===== src/rtl/pm1_pkg.sv =====
package pm1_pkg;
  localparam int LANE_W = 8;

  function automatic int lanes_of(input int data_w);
    return data_w / LANE_W;
  endfunction
endpackage


===== src/rtl/pm1_decode.sv =====
module pm1_decode #(
  parameter int ADDR_W = 16,
  parameter int LANES  = 2,
  parameter logic [ADDR_W-1:0] BASE   = 16'h1F40,
  parameter logic [ADDR_W-1:0] OFFSET = 16'h0004
) (
  input  logic [ADDR_W-1:0] addr,
  output logic              hit
);
  localparam int SUB_W = (LANES > 1) ? $clog2(LANES) : 1;
  localparam logic [ADDR_W-1:0] TARGET   = BASE + OFFSET;
  localparam logic [ADDR_W-1:0] SUB_MASK = ADDR_W'((1 << SUB_W) - 1);

  always_comb hit = (((addr ^ TARGET) & ~SUB_MASK) == '0);
endmodule


===== src/rtl/pm1_ctl_reg.sv =====
module pm1_ctl_reg
  import pm1_pkg::*;
#(
  parameter int DATA_W = 16,
  parameter logic [DATA_W-1:0] RST_VAL = 16'h0001,
  parameter logic [DATA_W-1:0] WO_MASK = 16'h2004
) (
  input  logic                          clk,
  input  logic                          rst,
  input  logic                          wr_en,
  input  logic                          rd_en,
  input  logic [lanes_of(DATA_W)-1:0]   be,
  input  logic [DATA_W-1:0]             wdata,
  output logic [DATA_W-1:0]             rdata
);
  localparam int LANES = lanes_of(DATA_W);

  logic [DATA_W-1:0] ctl_q;
  logic [DATA_W-1:0] ctl_nxt;
  logic [DATA_W-1:0] visible;

  assign visible = ctl_q & ~WO_MASK;

  for (genvar i = 0; i < LANES; i++) begin : g_lane
    assign ctl_nxt[i*LANE_W +: LANE_W] =
      (wr_en && be[i]) ? wdata[i*LANE_W +: LANE_W] : ctl_q[i*LANE_W +: LANE_W];
    assign rdata[i*LANE_W +: LANE_W] =
      (rd_en && be[i]) ? visible[i*LANE_W +: LANE_W] : '0;
  end

  always_ff @(posedge clk) begin
    if (rst) ctl_q <= RST_VAL;
    else     ctl_q <= ctl_nxt;
  end

  p_low_keeps_high_r3: assert property (@(posedge clk) disable iff (rst)
    (wr_en && be == 2'b01) |=> ctl_q[15:8] == $past(ctl_q[15:8]));

  p_high_keeps_low_r4: assert property (@(posedge clk) disable iff (rst)
    (wr_en && be == 2'b10) |=> ctl_q[7:0] == $past(ctl_q[7:0]));

  p_word_readback_r5: assert property (@(posedge clk) disable iff (rst)
    ($past(wr_en && be == 2'b11) && rd_en && be == 2'b11)
      |-> rdata == ($past(wdata) & ~WO_MASK));
endmodule


===== src/rtl/pm1_sleep_det.sv =====
module pm1_sleep_det #(
  parameter int TYP_W = 3,
  parameter logic [TYP_W-1:0] SOFF_CODE = 3'b111
) (
  input  logic           clk,
  input  logic           rst,
  input  logic           wr_en,
  input  logic           lane_touch,
  input  logic [TYP_W:0] cmd_bits,
  output logic           pulse
);
  logic fire;

  always_comb fire = wr_en && lane_touch && cmd_bits[TYP_W]
                     && (cmd_bits[TYP_W-1:0] == SOFF_CODE);

  always_ff @(posedge clk) begin
    if (rst) pulse <= 1'b0;
    else     pulse <= fire;
  end

  p_pulse_source_r6: assert property (@(posedge clk) disable iff (rst)
    pulse |-> $past(wr_en && lane_touch));

  p_wrong_type_quiet_r7: assert property (@(posedge clk) disable iff (rst)
    (wr_en && cmd_bits[TYP_W-1:0] != SOFF_CODE) |=> !pulse);

  p_low_only_quiet_r8: assert property (@(posedge clk) disable iff (rst)
    (wr_en && !lane_touch) |=> !pulse);
endmodule


===== src/rtl/pm1_ctl_top.sv =====
module pm1_ctl_top
  import pm1_pkg::*;
#(
  parameter int ADDR_W = 16,
  parameter int DATA_W = 16,
  parameter logic [ADDR_W-1:0] BASE   = 16'h1F40,
  parameter logic [ADDR_W-1:0] OFFSET = 16'h0004,
  parameter logic [DATA_W-1:0] RST_VAL = 16'h0001,
  parameter logic [DATA_W-1:0] WO_MASK = 16'h2004,
  parameter int SLP_EN_BIT = 13,
  parameter int TYP_LSB    = 10,
  parameter int TYP_W      = 3,
  parameter logic [TYP_W-1:0] SOFF_CODE = 3'b111
) (
  input  logic                        clk,
  input  logic                        rst,
  input  logic [ADDR_W-1:0]           io_addr,
  input  logic [DATA_W/8-1:0]         io_be,
  input  logic [DATA_W-1:0]           io_wdata,
  input  logic                        io_wr,
  input  logic                        io_rd,
  output logic [DATA_W-1:0]           io_rdata,
  output logic                        shutdown_req
);
  localparam int LANES    = lanes_of(DATA_W);
  localparam int CMD_LANE = SLP_EN_BIT / LANE_W;

  logic hit;
  logic wr_hit;
  logic rd_hit;
  logic [DATA_W-1:0] reg_rdata;

  pm1_decode #(
    .ADDR_W(ADDR_W), .LANES(LANES), .BASE(BASE), .OFFSET(OFFSET)
  ) u_decode (
    .addr(io_addr), .hit(hit)
  );

  assign wr_hit = io_wr && hit;
  assign rd_hit = io_rd && hit;

  pm1_ctl_reg #(
    .DATA_W(DATA_W), .RST_VAL(RST_VAL), .WO_MASK(WO_MASK)
  ) u_reg (
    .clk(clk), .rst(rst), .wr_en(wr_hit), .rd_en(rd_hit),
    .be(io_be), .wdata(io_wdata), .rdata(reg_rdata)
  );

  pm1_sleep_det #(
    .TYP_W(TYP_W), .SOFF_CODE(SOFF_CODE)
  ) u_sleep (
    .clk(clk), .rst(rst), .wr_en(wr_hit), .lane_touch(io_be[CMD_LANE]),
    .cmd_bits(io_wdata[SLP_EN_BIT:TYP_LSB]), .pulse(shutdown_req)
  );

  assign io_rdata = rd_hit ? reg_rdata : '0;

  p_miss_reads_zero_r9: assert property (@(posedge clk) disable iff (rst)
    (io_rd && !hit) |-> io_rdata == '0);

  p_idle_reads_zero_r10: assert property (@(posedge clk) disable iff (rst)
    !io_rd |-> io_rdata == '0);

  p_miss_no_pulse_r9: assert property (@(posedge clk) disable iff (rst)
    (io_wr && !hit) |=> !shutdown_req);
endmodule


===== config.mk =====
export PLATFORM = sky130hd
export DESIGN_NAME = pm1_ctl_top
export DESIGN_NICKNAME = d
export VERILOG_FILES = /design/src/rtl/pm1_pkg.sv /design/src/rtl/pm1_decode.sv /design/src/rtl/pm1_ctl_reg.sv /design/src/rtl/pm1_sleep_det.sv /design/src/rtl/pm1_ctl_top.sv
export SDC_FILE = /design/constraint.sdc
export NUM_CORES = 1
export LEC_CHECK = 0
export ABC_AREA = 0
export BUFFER_PORTS_ARGS = -buffer_cell sky130_fd_sc_hd__buf_4
export CORE_AREA = 2 2 41 58
export DETAILED_ROUTE_END_ITERATION = 8
export DIE_AREA = 0 0 43 60
export HOLD_SLACK_MARGIN = 0.06
export PLACE_DENSITY_LB_ADDON = 0.05
export SETUP_SLACK_MARGIN = 0.4
export SLEW_MARGIN = 25
export SYNTH_ARGS = -nofsm -noshare
export SYNTH_HDL_FRONTEND = slang
export SYNTH_SLANG_ARGS = --single-unit

===== constraint.sdc =====
create_clock -name clk -period 2.16 [get_ports clk]
set_input_delay 0.432 -clock clk [delete_from_list [all_inputs] [get_ports clk]]
set_output_delay 0.432 -clock clk [all_outputs]
set_load 0.02 [all_outputs]

### Yosys cells after proc, flatten, opt, wreduce, memory -nomap -nowiden

Cells that the tools add are included.

| storage, ports and cells | value |
|---|---|
| bits in registers | 17 |
| bits of input ports | 38 |
| output and inout bits | 17 |
| word-level logic and storage cells | 17 |

| operators by class | value |
|---|---|
| equal/unequal tests | 1 |
| muxes and demuxes | 3 |
| bitwise gates (word level) | 1 |
| reductions and logical operators | 9 |

Operator list:

| kind | number |
|---|---|
| $logic_not A16 Y1 | 1 |
| $mux W16 | 1 |
| $mux W8 | 2 |
| $logic_and A1 B1 Y1 | 8 |
| $not A7 Y7 | 1 |
| $eq A3 B3 Y1 const B | 1 |

### Logic depth before layout (Yosys ltp)

| logic depth | value |
|---|---|
| depth in word-level cells | 6 |
| mapped depth | 6 |
| depth with buffers taken out | 4 |

### Modules after synthesis

Synthesis repeated with hierarchy kept, for this count alone.

| second synthesis, totals | value |
|---|---|
| cells, all modules | 111 |
| area total of the unflattened synthesis | 972.2 µm² |

By module, submodules not included:

| module | times used | cells an instance | area each (µm²) |
|---|---|---|---|
| pm1_ctl_reg | 1 | 82 | 742.0 |
| pm1_ctl_top | 1 | 20 | 143.9 |
| pm1_decode | 1 | 5 | 48.8 |
| pm1_sleep_det | 1 | 4 | 37.5 |

### Worst setup path before layout

No wires, ideal clock.

| path | value |
|---|---|
| path kind | input to output |
| start | input port io_addr[13] |
| end | output port io_rdata[0] |
| data arrival time | 1.473 ns |
| data required time | 1.728 ns |
| path slack | 0.255 ns |
| stages | 5 |
| cells stage by stage | nor4_2 -> and4_1 -> buf_6 -> and3_4 -> and2_1 |

| on the way | value |
|---|---|
| word-level cells in the longest chain between the ends | 5 |

Ends and longest elaborated chain:

| item | line | text |
|---|---|---|
| start: declaration | pm1_ctl_top.sv:17 | `input logic [ADDR_W-1:0] io_addr,` |
| $logic_not A16 Y1 (*) | pm1_decode.sv:14 | `always_comb hit = (((addr ^ TARGET) & ~SUB_MASK) == '0);` |
| $logic_and A1 B1 Y1 (*) | pm1_ctl_top.sv:40 | `assign rd_hit = io_rd && hit;` |
| $logic_and A1 B1 Y1 | pm1_ctl_reg.sv:28 | `(rd_en && be[i]) ? visible[i*LANE_W +: LANE_W] : '0;` |
| $mux W8 | pm1_ctl_reg.sv:28 |  |
| $mux W16 (*) | pm1_ctl_top.sv:56 | `assign io_rdata = rd_hit ? reg_rdata : '0;` |
| end: declaration | pm1_ctl_top.sv:22 | `output logic [DATA_W-1:0] io_rdata,` |

Every way passes the cells marked *; elsewhere a longest branch is shown, timed or not.

### Final worst setup path

| path | value |
|---|---|
| start | input port io_addr[13] |
| end | output port io_rdata[6] |

Same word-level chain as after synthesis.

==> impl_metrics.yaml <==
outcome:
  status: "completed"
timing:
  fmax_ghz: 0.505
  period_needed_ns: 1.98
  rsz0062_at_grt: "true"
  post-route-period-util_pct: 91.7
  hold_slack_ns: 0.407
  setup_viol: 0
  tns_ns: 0
  slew_viol_final: 0
  skew_ns: 0
  hold_viol_final: 0
synth:
  ys.flop_type: "dfxtp_1"
  netlist_top_cells_area: "dfxtp_1 (38%), and2_1 (13%), a21oi_1 (8.9%)"
  synth_seq_cells: 15
  syn_avg_cell_area_sq_um: 8.33
  synth-edff-count: 0
  synth.distinct_cells: 20
  yosysWarnings: 0
  syn-cell-area_sq_um: 783
  syn-instance-count: 94
  yosysSeqAreaShare_pct: 38.3
  async_flop_share_pct: 0
  synth_top_area_cell: "dfxtp_1"
  synth.top_cells.by_count: "and2_1 (16), dfxtp_1 (15), a21oi_1 (14), nand3_1 (13), o21ai_0 (13)"
  yosys.area.top_type_share_pct: 38.3
  synthMostInstantiatedCell: "and2_1"
final_layout:
  layout-drive-gt1-share_pct: 53.1
  register_area_sq_um: 300
  fillers: 195
  areaGrowthSynthToFinish_pct: 65.8
  nets: 184
  diodes: 0
  instances_no_fill: 167
  multiInputGateArea_sq_um: 475
drt:
  wl_met1_microns: 820
  wl_microns: 2150
  wl_met3_microns: 185
  dr_total_vias: 860
  drc: 0
  wl_met2_microns: 1100
  drt-wirelength-per-cell_microns: 12.9
  routed.top_layer: "met4"
  first_iter_violations: 8
  drt_pass1_iterations: 3
  vias_per_cell: 5.15
  ant_nets: 0
power:
  power_frac_seq_pct: 54.1
  p_leak_nw: 0.559
  power_density_mw_per_mm2: 393
  irDropWorstVdd_mv: 0.317
  p_sw_w: 0.000116
  p_sw_share_pct: 22.8
  power_frac_clock_pct: 31.0
  p_comb_share_pct: 14.9
  p_total_w: 0.000511
  internal_power_w: 0.000395
critical_path:
  r2r-end: "u_reg.ctl_q[4]$_SDFFE_PP0P_"
  cp_max_fo: 7
  rrSetupSlack_ns: 1.54
  rr_startpoint: "u_reg.ctl_q[4]$_SDFFE_PP0P_"
  critPathRequiredTime_ns: 1.73
  worst_setup_path_start_kind: "input port"
  rr_worst_depth: 2
  arrival_ns: 1.55
  critical_path_class: "input port to primary output"
  end_kind: "primary output"
hold_path:
  worstHoldPathCells: 3
  hp-start: "io_wdata[0]"
  holdCritPathClass: "input port to flop"
  hold_end: "u_reg.ctl_q[0]$_SDFFE_PP1P_"
clocking:
  cts_buffer_depth: 2
  cts.sinks: 15
  cts_root_buf: "clkbuf_4"
  clk_pin_slew_worst_paths_ns: 0.09
  hold_buffers: 0
  h-tree-depth: 1
  insertion_delay_ns: 0.28
  cts_tree: "done"
  cts_buffers: 3
floorplanning:
  start_util_pct: 37.3
  die-width_microns: 43
  ioPinCount: 55
  row_count: 20
  die_y_microns: 60
  core_area_sq_mm: 0.00210
  die_area_sq_mm: 0.00258
placed_design:
  dp_cells: 161
  portBuffers: 50
  routabilityCongestion: 0.742
  hpwl_microns: 1620
grt:
  antenna_found_initial: 0
  grt_pass1_vias: 867
  grt_max_degree: 16
  overflow: 0
  grt_usage_pct: 18.6
  grt_pass1_wl_microns: 3590
run:
  cap_violations: 0
## worst max-delay path, stage by stage
cell,delay [ns]
buf_6,0.09
nor4_4,0.27
and4_4,0.26
and3_4,0.23
and2_4,0.15
buf_6,0.11
## what timing repair did
item | 4_1_cts | 5_1_grt
pin swaps | 6 | 7
resized for setup | 17 | 2
hold endpoints to repair | 0 | 0
setup endpoints to repair | 14 | 14
gates cloned | 0 | 0
buffers inserted | 2 | 0
## registers in the layout, summed over array words and instances (netlist names)
name / cells
u_sleep.pulse: 1
u_reg.ctl_q: 14
## cells in the final DEF, fill, tap and decap left out
master	netlist	final
a21oi_1	14	14
and2_1	16	2
and2_4	0	14
and3_4	2	2
and4_4	0	1
and4b_1	2	2
buf_4	2	37
buf_6	1	17
clkbuf_1	3	1
clkbuf_4	0	3
conb_1	1	2
dfxtp_1	15	15
nand2_1	2	2
nand3_1	13	13
nand4_1	2	2
nor3_1	1	1
nor3b_2	0	1
nor4_2	2	1
nor4_4	0	1
o21ai_0	13	13
o21bai_1	1	1
## routing by layer
layer / vias to the layer above / GRT usage (%)
met5: - / 0
met4: 0 / 9.09
met3: 6 / 5.14
met2: 32 / 32.7
met1: 389 / 20.3
li1: 433 / -
## kinds of logic (layout without fill, tap and decap cells)
group           after synthesis  count (layout)  synth area share (%)
simple gates                 42              42                  35.0
flops                        15              15                  38.3
compound gates               28              28                  18.2
other cells                   1               2                 0.479
buf+inv                       8              58                  7.99
## layout make-up
cell class,instances,share of cell area [%]
Clock buffer,4,2.02
Multi-Input combinational cell,72,36.6
Sequential cell,15,23.1
Tap cell,22,2.12
Timing Repair Buffer,54,36.1
## how the worst max path moves through the flow
| stage | start | end | slack, ns | depth (start not counted) |
|---|---|---|---|---|
| 2_1_floorplan | io_addr[13] | io_rdata[0] | 0.33 | 5 |
| 3_3_place_gp | io_addr[13] | io_rdata[3] | 0.12 | 6 |
| 3_5_place_dp | io_addr[13] | io_rdata[6] | 0.12 | 6 |
| 4_1_cts | io_addr[3] | io_rdata[6] | 0.16 | 6 |
| 5_1_grt | io_addr[13] | io_rdata[8] | 0.1 | 6 |
| 6_report | io_addr[13] | io_rdata[6] | 0.18 | 6 |
## metrics by stage
stage	worst slack, ns	utilization, %	cell area, sq um
2_1_floorplan	0.334	-	831
3_3_place_gp	0.120	56.4	1190
3_5_place_dp	0.119	56.4	1190
4_1_cts	0.161	61.4	1290
5_1_grt	0.0976	61.8	1300
6_report	0.178	61.8	1300
## power groups by stage
stage / logic, W / registers [W] / clock network (W)
2_1_floorplan: 0.0000197 / 0.000283 / 0
6_report: 0.0000762 / 0.000276 / 0.000159
4_1_cts: 0.0000762 / 0.000276 / 0.000166
5_1_grt: 0.0000832 / 0.000276 / 0.000177
3_5_place_dp: 0.0000731 / 0.000283 / 0
3_3_place_gp: 0.0000725 / 0.000283 / 0
Power figures use the tool's default switching activity.
